<file path="config.mk">
export PLATFORM = sky130hd
export DESIGN_NAME = simd_alu
export DESIGN_NICKNAME = d
export VERILOG_FILES = /design/src/rtl/simd_alu.sv
export SDC_FILE = /design/constraint.sdc
export NUM_CORES = 2
export LEC_CHECK = 0
export BUFFER_PORTS_ARGS = -buffer_cell sky130_fd_sc_hd__buf_2
export CAP_MARGIN = 15
export CORE_ASPECT_RATIO = 0.7
export CORE_MARGIN = 2
export CORE_UTILIZATION = 30
export CTS_CLUSTER_SIZE = 40
export DETAILED_ROUTE_END_ITERATION = 8
export PLACE_DENSITY = 0.46
export SYNTH_ARGS = -nofsm -noshare
export SYNTH_HDL_FRONTEND = slang
export SYNTH_SLANG_ARGS = --single-unit
</file>
<file path="constraint.sdc">
create_clock -name clk -period 7.1 [get_ports clk]
set_clock_uncertainty 0.2 [all_clocks]
set_input_delay 0.71 -clock clk [delete_from_list [all_inputs] [get_ports clk]]
set_output_delay 0.71 -clock clk [all_outputs]
set_load 0.05 [all_outputs]
</file>
<file path="src/rtl/simd_alu.sv">
module simd_alu #(
  parameter int XLEN = 64
) (
  input  logic            clk,
  input  logic            rst_n,
  input  logic [XLEN-1:0] op_a,
  input  logic [XLEN-1:0] op_b,
  input  logic [1:0]      lane_sz,
  input  logic [3:0]      opcode,
  input  logic [1:0]      shamt,
  output logic [XLEN-1:0] res
);
  localparam int NSZ = 3;

  logic [XLEN-1:0] by_sz [NSZ];
  logic [1:0]      sh;

  assign sh = (shamt == 2'd0) ? 2'd1 : shamt;

  for (genvar gw = 0; gw < NSZ; gw++) begin : g_w
    localparam int W = 8 << gw;
    localparam int N = XLEN / W;
    for (genvar gl = 0; gl < N; gl++) begin : g_l
      logic [W-1:0] a, b, o, mh;
      logic [W:0]   s;
      assign a = op_a[gl*W +: W];
      assign b = op_b[gl*W +: W];
      assign s = {1'b0, a} + {1'b0, b} + {{W{1'b0}}, 1'b1};
      if (W == 16) begin : g_mul
        logic signed [2*W-1:0] p;
        assign p  = $signed({{W{a[W-1]}}, a}) * $signed({{W{b[W-1]}}, b});
        assign mh = p[2*W-1:W];
      end else begin : g_nomul
        assign mh = '0;
      end
      always_comb begin
        case (opcode)
          4'd0:    o = a + b;
          4'd1:    o = a - b;
          4'd2:    o = s[W:1];
          4'd3:    o = (a << sh) + b;
          4'd4:    o = (a == b) ? '1 : '0;
          4'd5:    o = ($signed(a) > $signed(b)) ? '1 : '0;
          4'd6:    o = mh;
          default: o = '0;
        endcase
      end
      assign by_sz[gw][gl*W +: W] = o;
    end
  end

  always_ff @(posedge clk) begin
    if (!rst_n)               res <= '0;
    else if (lane_sz == 2'd0) res <= by_sz[0];
    else if (lane_sz == 2'd1) res <= by_sz[1];
    else                      res <= by_sz[2];
  end

  function automatic logic bytes_are_mask(input logic [XLEN-1:0] v);
    logic ok;
    ok = 1'b1;
    for (int i = 0; i < XLEN/8; i++)
      if (v[i*8 +: 8] != 8'h00 && v[i*8 +: 8] != 8'hFF) ok = 1'b0;
    return ok;
  endfunction

  p_cmp_mask_r6: assert property (@(posedge clk) disable iff (!rst_n)
    ($past(rst_n) && ($past(opcode) == 4'd4 || $past(opcode) == 4'd5)) |-> bytes_are_mask(res));

  p_cmp_eq_ones_r6: assert property (@(posedge clk) disable iff (!rst_n)
    ($past(rst_n) && $past(opcode) == 4'd4 && $past(op_a) == $past(op_b)) |-> (res == '1));

  p_mulhi_zero_r7: assert property (@(posedge clk) disable iff (!rst_n)
    ($past(rst_n) && $past(opcode) == 4'd6 && $past(lane_sz) != 2'd1) |-> (res == '0));

  p_bad_op_zero_r8: assert property (@(posedge clk) disable iff (!rst_n)
    ($past(rst_n) && $past(opcode) >= 4'd7) |-> (res == '0));

  p_avg_bound_r4: assert property (@(posedge clk) disable iff (!rst_n)
    ($past(rst_n) && $past(opcode) == 4'd2 && $past(lane_sz) == 2'd0) |->
    ((res[7:0] >= (($past(op_a[7:0]) < $past(op_b[7:0])) ? $past(op_a[7:0]) : $past(op_b[7:0]))) &&
     (res[7:0] <= (($past(op_a[7:0]) > $past(op_b[7:0])) ? $past(op_a[7:0]) : $past(op_b[7:0])))));
endmodule

</file>
* Word level (Yosys, flattened, before mapping) *
Cells that the tools add are included.

storage, ports and cells
  bits in registers = 64
  bits in latches = 0
  bits in writable memories = 0
  bits in read-only memories = 0
  bits of input ports = 138
  output and inout port bits = 64
  word-level logic and storage cells = 172
  memories = 0

operators by class
  add/sub/neg operators = 70
  multipliers = 4
  div/mod/pow operators = 0
  order comparisons = 14
  equal/unequal tests = 21
  shifts and indexed selects = 14
  mux-type cells = 45
  bitwise gates (word level) = 0
  reductions and logical operators = 3

operator list
  operator                                        number
  one-hot mux 16 bit (7 select lines)             4
  one-hot mux 32 bit (6 select lines)             2
  one-hot mux 8 bit (6 select lines)              8
  adder 16 bit                                    8
  adder 32 bit                                    4
  adder 8 bit                                     16
  multiplier 16 x 16 -> 32 bit                    4
  two-way mux 16 bit                              8
  two-way mux 32 bit                              4
  two-way mux 64 bit                              2
  two-way mux 8 bit                               16
  adder 8 x 8 -> 9 bit                            8
  adder 9 x 1 -> 9 bit (second input constant)    8
  adder 16 x 16 -> 17 bit                         4
  adder 17 x 1 -> 17 bit (second input constant)  4
  adder 32 x 32 -> 33 bit                         2
  adder 33 x 1 -> 33 bit (second input constant)  2
  == test 16 bit                                  4
  == test 32 bit                                  2
  == test 8 bit                                   8
  > comparator 16 bit                             4
  > comparator 32 bit                             2
  > comparator 8 bit                              8
  left shift 16 x 2 -> 16 bit                     4
  other kinds (12)                                35

* Longest topological paths before layout *
  word-level depth = 7
  gate-level depth with buffers = 27
  mapped depth without buffers = 25

* Worst setup path after synthesis *
OpenSTA, ideal clock, no wires.

  path type = input -> register
  from = input op_a[0]
  to = register res[15]
  library setup time = 0.134 ns
  data arrival time = 6.989 ns
  required time = 6.766 ns
  path slack = -0.224 ns
  stages on the path = 24
  buffers on the path = 2
  cells stage by stage = clkbuf_1 inv_1 clkbuf_1 nand2_1 fa_1 fa_1 inv_1 fa_1 fa_1 fa_1 inv_1 fa_1 inv_1 ha_1 a21oi_1 o21ai_0 a221oi_1 nand2_1 o211ai_1 o22ai_1 o41ai_1 o21ai_1 mux2i_1 or4_1

on the way
  cells in the longest elaborated chain, start to end = 5

RTL lines
  what                                                                                               RTL line  source
  start, declared                                                                                    6         input logic [XLEN-1:0] op_a,
  adder 32 x 32 -> 33 bit, or another cell as far along                                              28        assign s = {1'b0, a} + {1'b0, b} + {{W{1'b0}}, 1'b1};
  adder 33 x 1 -> 33 bit, or another cell as far along                                               28
  one-hot mux 32 bit (6 select lines) / one-hot mux 16 bit (7 select lines) (equally long branches)  37        case (opcode)
  two-way mux 64 bit *                                                                               55        else if (lane_sz == 2'd1) res <= by_sz[1];
  two-way mux 64 bit *                                                                               54        else if (lane_sz == 2'd0) res <= by_sz[0];
  end signal, assigned                                                                               54
  end signal, assigned                                                                               55
  end signal, assigned                                                                               56        else res <= by_sz[2];
  end, declared                                                                                      11        output logic [XLEN-1:0] res

Every way passes the cells marked *; elsewhere a longest branch is shown, timed or not.
A chain may end at the register's enable or synchronous reset.

* Worst setup path after layout *
  from = input op_a[5]
  to = register res[15]

The elaborated chain is that of the path after synthesis.

==> metrics <==
status finished clean; fillers 20700; Slew HR 18.7%; design area 69400 um^2; syn nets 9144; asr flop ratio synth 0%; grt ovf 0; cell count after synthesis 7398; H-tree level count 3; largest net degree at the start of global routing 46; max reg flops 64; HP Start rst_n; Worst Hold Endpoint res[43]; Die ar. 200000 um^2; pre-CTS setup slack -0.868 ns; Top Family by Delay on Critical Path adder cells; vias in the first global route 55800; CTS Hold Bufs 0; vias 54700; Tcrit/Tclk final 98.8%; DR iter-0 viols 4965; Min-Delay Path Depth 4; root buffer cell clkbuf_16; Final Setup Violations 0; io pins 202; most frequent cells in the layout inv_1 (1346), fa_1 (1046), buf_4 (779); CTS Buffer Depth 2; Synth Register Bits 64; Setup WS post-layout 0.0821 ns; register area 1280 um^2; global-route wire length before repair 373000 um; Starting Density 30.1%; post-synthesis area per instance 7.98 um^2; CP Class primary input to register; Slew Limit Fails 0; Max-Cap Viols 0; CP Capture Type register; DRT antenna net count 0; antenna violations before repair 17; post-synthesis cell area 59000 um^2; most common cell after layout, fill and taps aside inv_1; part of the Yosys area used for sequential elements 2.17%; tightest hold margin 0.668 ns; Vias/cell 5.13; IO Port Bufs 201; Post-synth EDFFs 0; Worst setup SP type primary input; Synth Flop Type dfxtp_1; Die Y 375 um; final WL 249000 um; Top Registers res: 64 flops; Die Wd 534 um; fmax 142 MHz; Yosys warnings 0; gpl congestion 0.982; CP Buf/Inv Count 8; worst min path class primary input to register; Critical Path RT 7.18 ns; layout cells sized above 1 15.2%; CTS tree built; synth unique cells 90; Area Growth Syn to Fin 17.5%; drt first pass iters 6; num rows 136; CP peak stage delay 0.55 ns; CP dominant cell by count fa_1; worst slew pin tran 1.20 ns; Layout Utilization 35.4%; GRT Resource Usage Total 24.6%; Reg clk slew, reported paths 0.07 ns; Core ar. 196000 um^2; nets 9765; RSZ-0062 raised after global routing true; WL/cell 23.4 um; clk sinks 64; CP arrival 7.10 ns; Post-route DRC 0; Final Hold Vio Count 0; Num CTS Buffers 9; Cell Area, Placed 68000 um^2; multi-input logic area 51800 um^2; Tmin final 7.02 ns; CP max-delay cell fa_1; HPWL after detailed placement 213000 um; CP max FO 11; Most flops, register res
what timing repair did:
action                                  4_1_cts  5_1_grt
resized for setup                            64      189
setup buffers                                 2       12
pin swaps                                    22       92
endpoints found under the setup margin       26       41
Yosys cell counts (20+ instances only):
cell,number,share of area [%]
inv_1,1364,8.7
or2_2,20,0.21
mux2i_1,64,1.1
nor2_1,461,2.9
and2_1,333,3.5
fa_1,1068,36
ha_1,540,11
a31oi_1,62,0.66
or3_1,22,0.23
o221ai_1,31,0.46
o21ai_0,416,3.5
a211oi_1,63,0.80
o31ai_1,31,0.39
nor3_1,80,0.68
o22ai_1,31,0.33
a221oi_1,38,0.56
a21oi_1,389,3.3
buf_1,26,0.17
o211ai_1,56,0.71
and3_1,29,0.31
nor4_1,24,0.25
xnor2_1,296,4.4
nand2_1,759,4.8
nand2b_1,72,0.76
nor2b_1,46,0.49
clkbuf_1,346,2.2
nand4_1,41,0.43
nand3_1,53,0.45
o21bai_1,52,0.66
a22oi_1,29,0.37
a21o_1,106,1.3
dfxtp_1,64,2.2
xor2_1,86,1.3
o21a_1,33,0.42
layout make-up:
class	count	area share [%]
flip-flops and latches	64	1.85
clock inverters	7	0.144
diodes	5	0.0180
repair buffers	1000	10.7
clock buffers	9	0.325
multi-input cells	5558	74.7
inverters	1386	7.53
well taps	2622	4.73
metrics by stage:
step	instances	TNS [ns]
global route	10600	-0.227
CTS	10600	0
global placement	10600	-18.58
detailed placement	10600	-21.25
finish	10700	0
floorplan	7398	0
cells by family after synthesis:
| family | Yosys count | synth area share, % |
|---|---|---|
| buffers and inverters | 1776 | 11.3 |
| XOR/XNOR | 382 | 5.67 |
| adder cells (fa/ha/maj) | 1608 | 47.7 |
| AO/OA/AOI/OAI | 1514 | 16.3 |
| AND/OR/NAND/NOR | 1984 | 15.7 |
| flip-flops | 64 | 2.17 |
| multiplexers | 70 | 1.20 |
metal layers:
metal	global-route usage (%)	vias to the layer above	part of all wire, %
met3	3.00	213	6.7
met2	36.9	1974	42
met5	0	-	0.0084
met1	37.4	27600	48
met4	5.59	4	2.5
li1	-	24900	-
worst max-delay path by stage:
stage               startpoint      end  slack [ns]  cells past startpoint
detailed placement     op_a[8]  res[11]       -0.87                     27
floorplan              op_a[4]  res[15]       0.001                     23
global route           op_a[9]  res[15]       -0.12                     27
finish                 op_a[5]  res[15]        0.08                     26
CTS                   op_a[23]  res[23]       0.006                     29
global placement       op_a[8]  res[11]       -0.77                     27
Power is not shown: default switching activity piles up to over one toggle a cycle in this logic, so the estimate is an artifact.
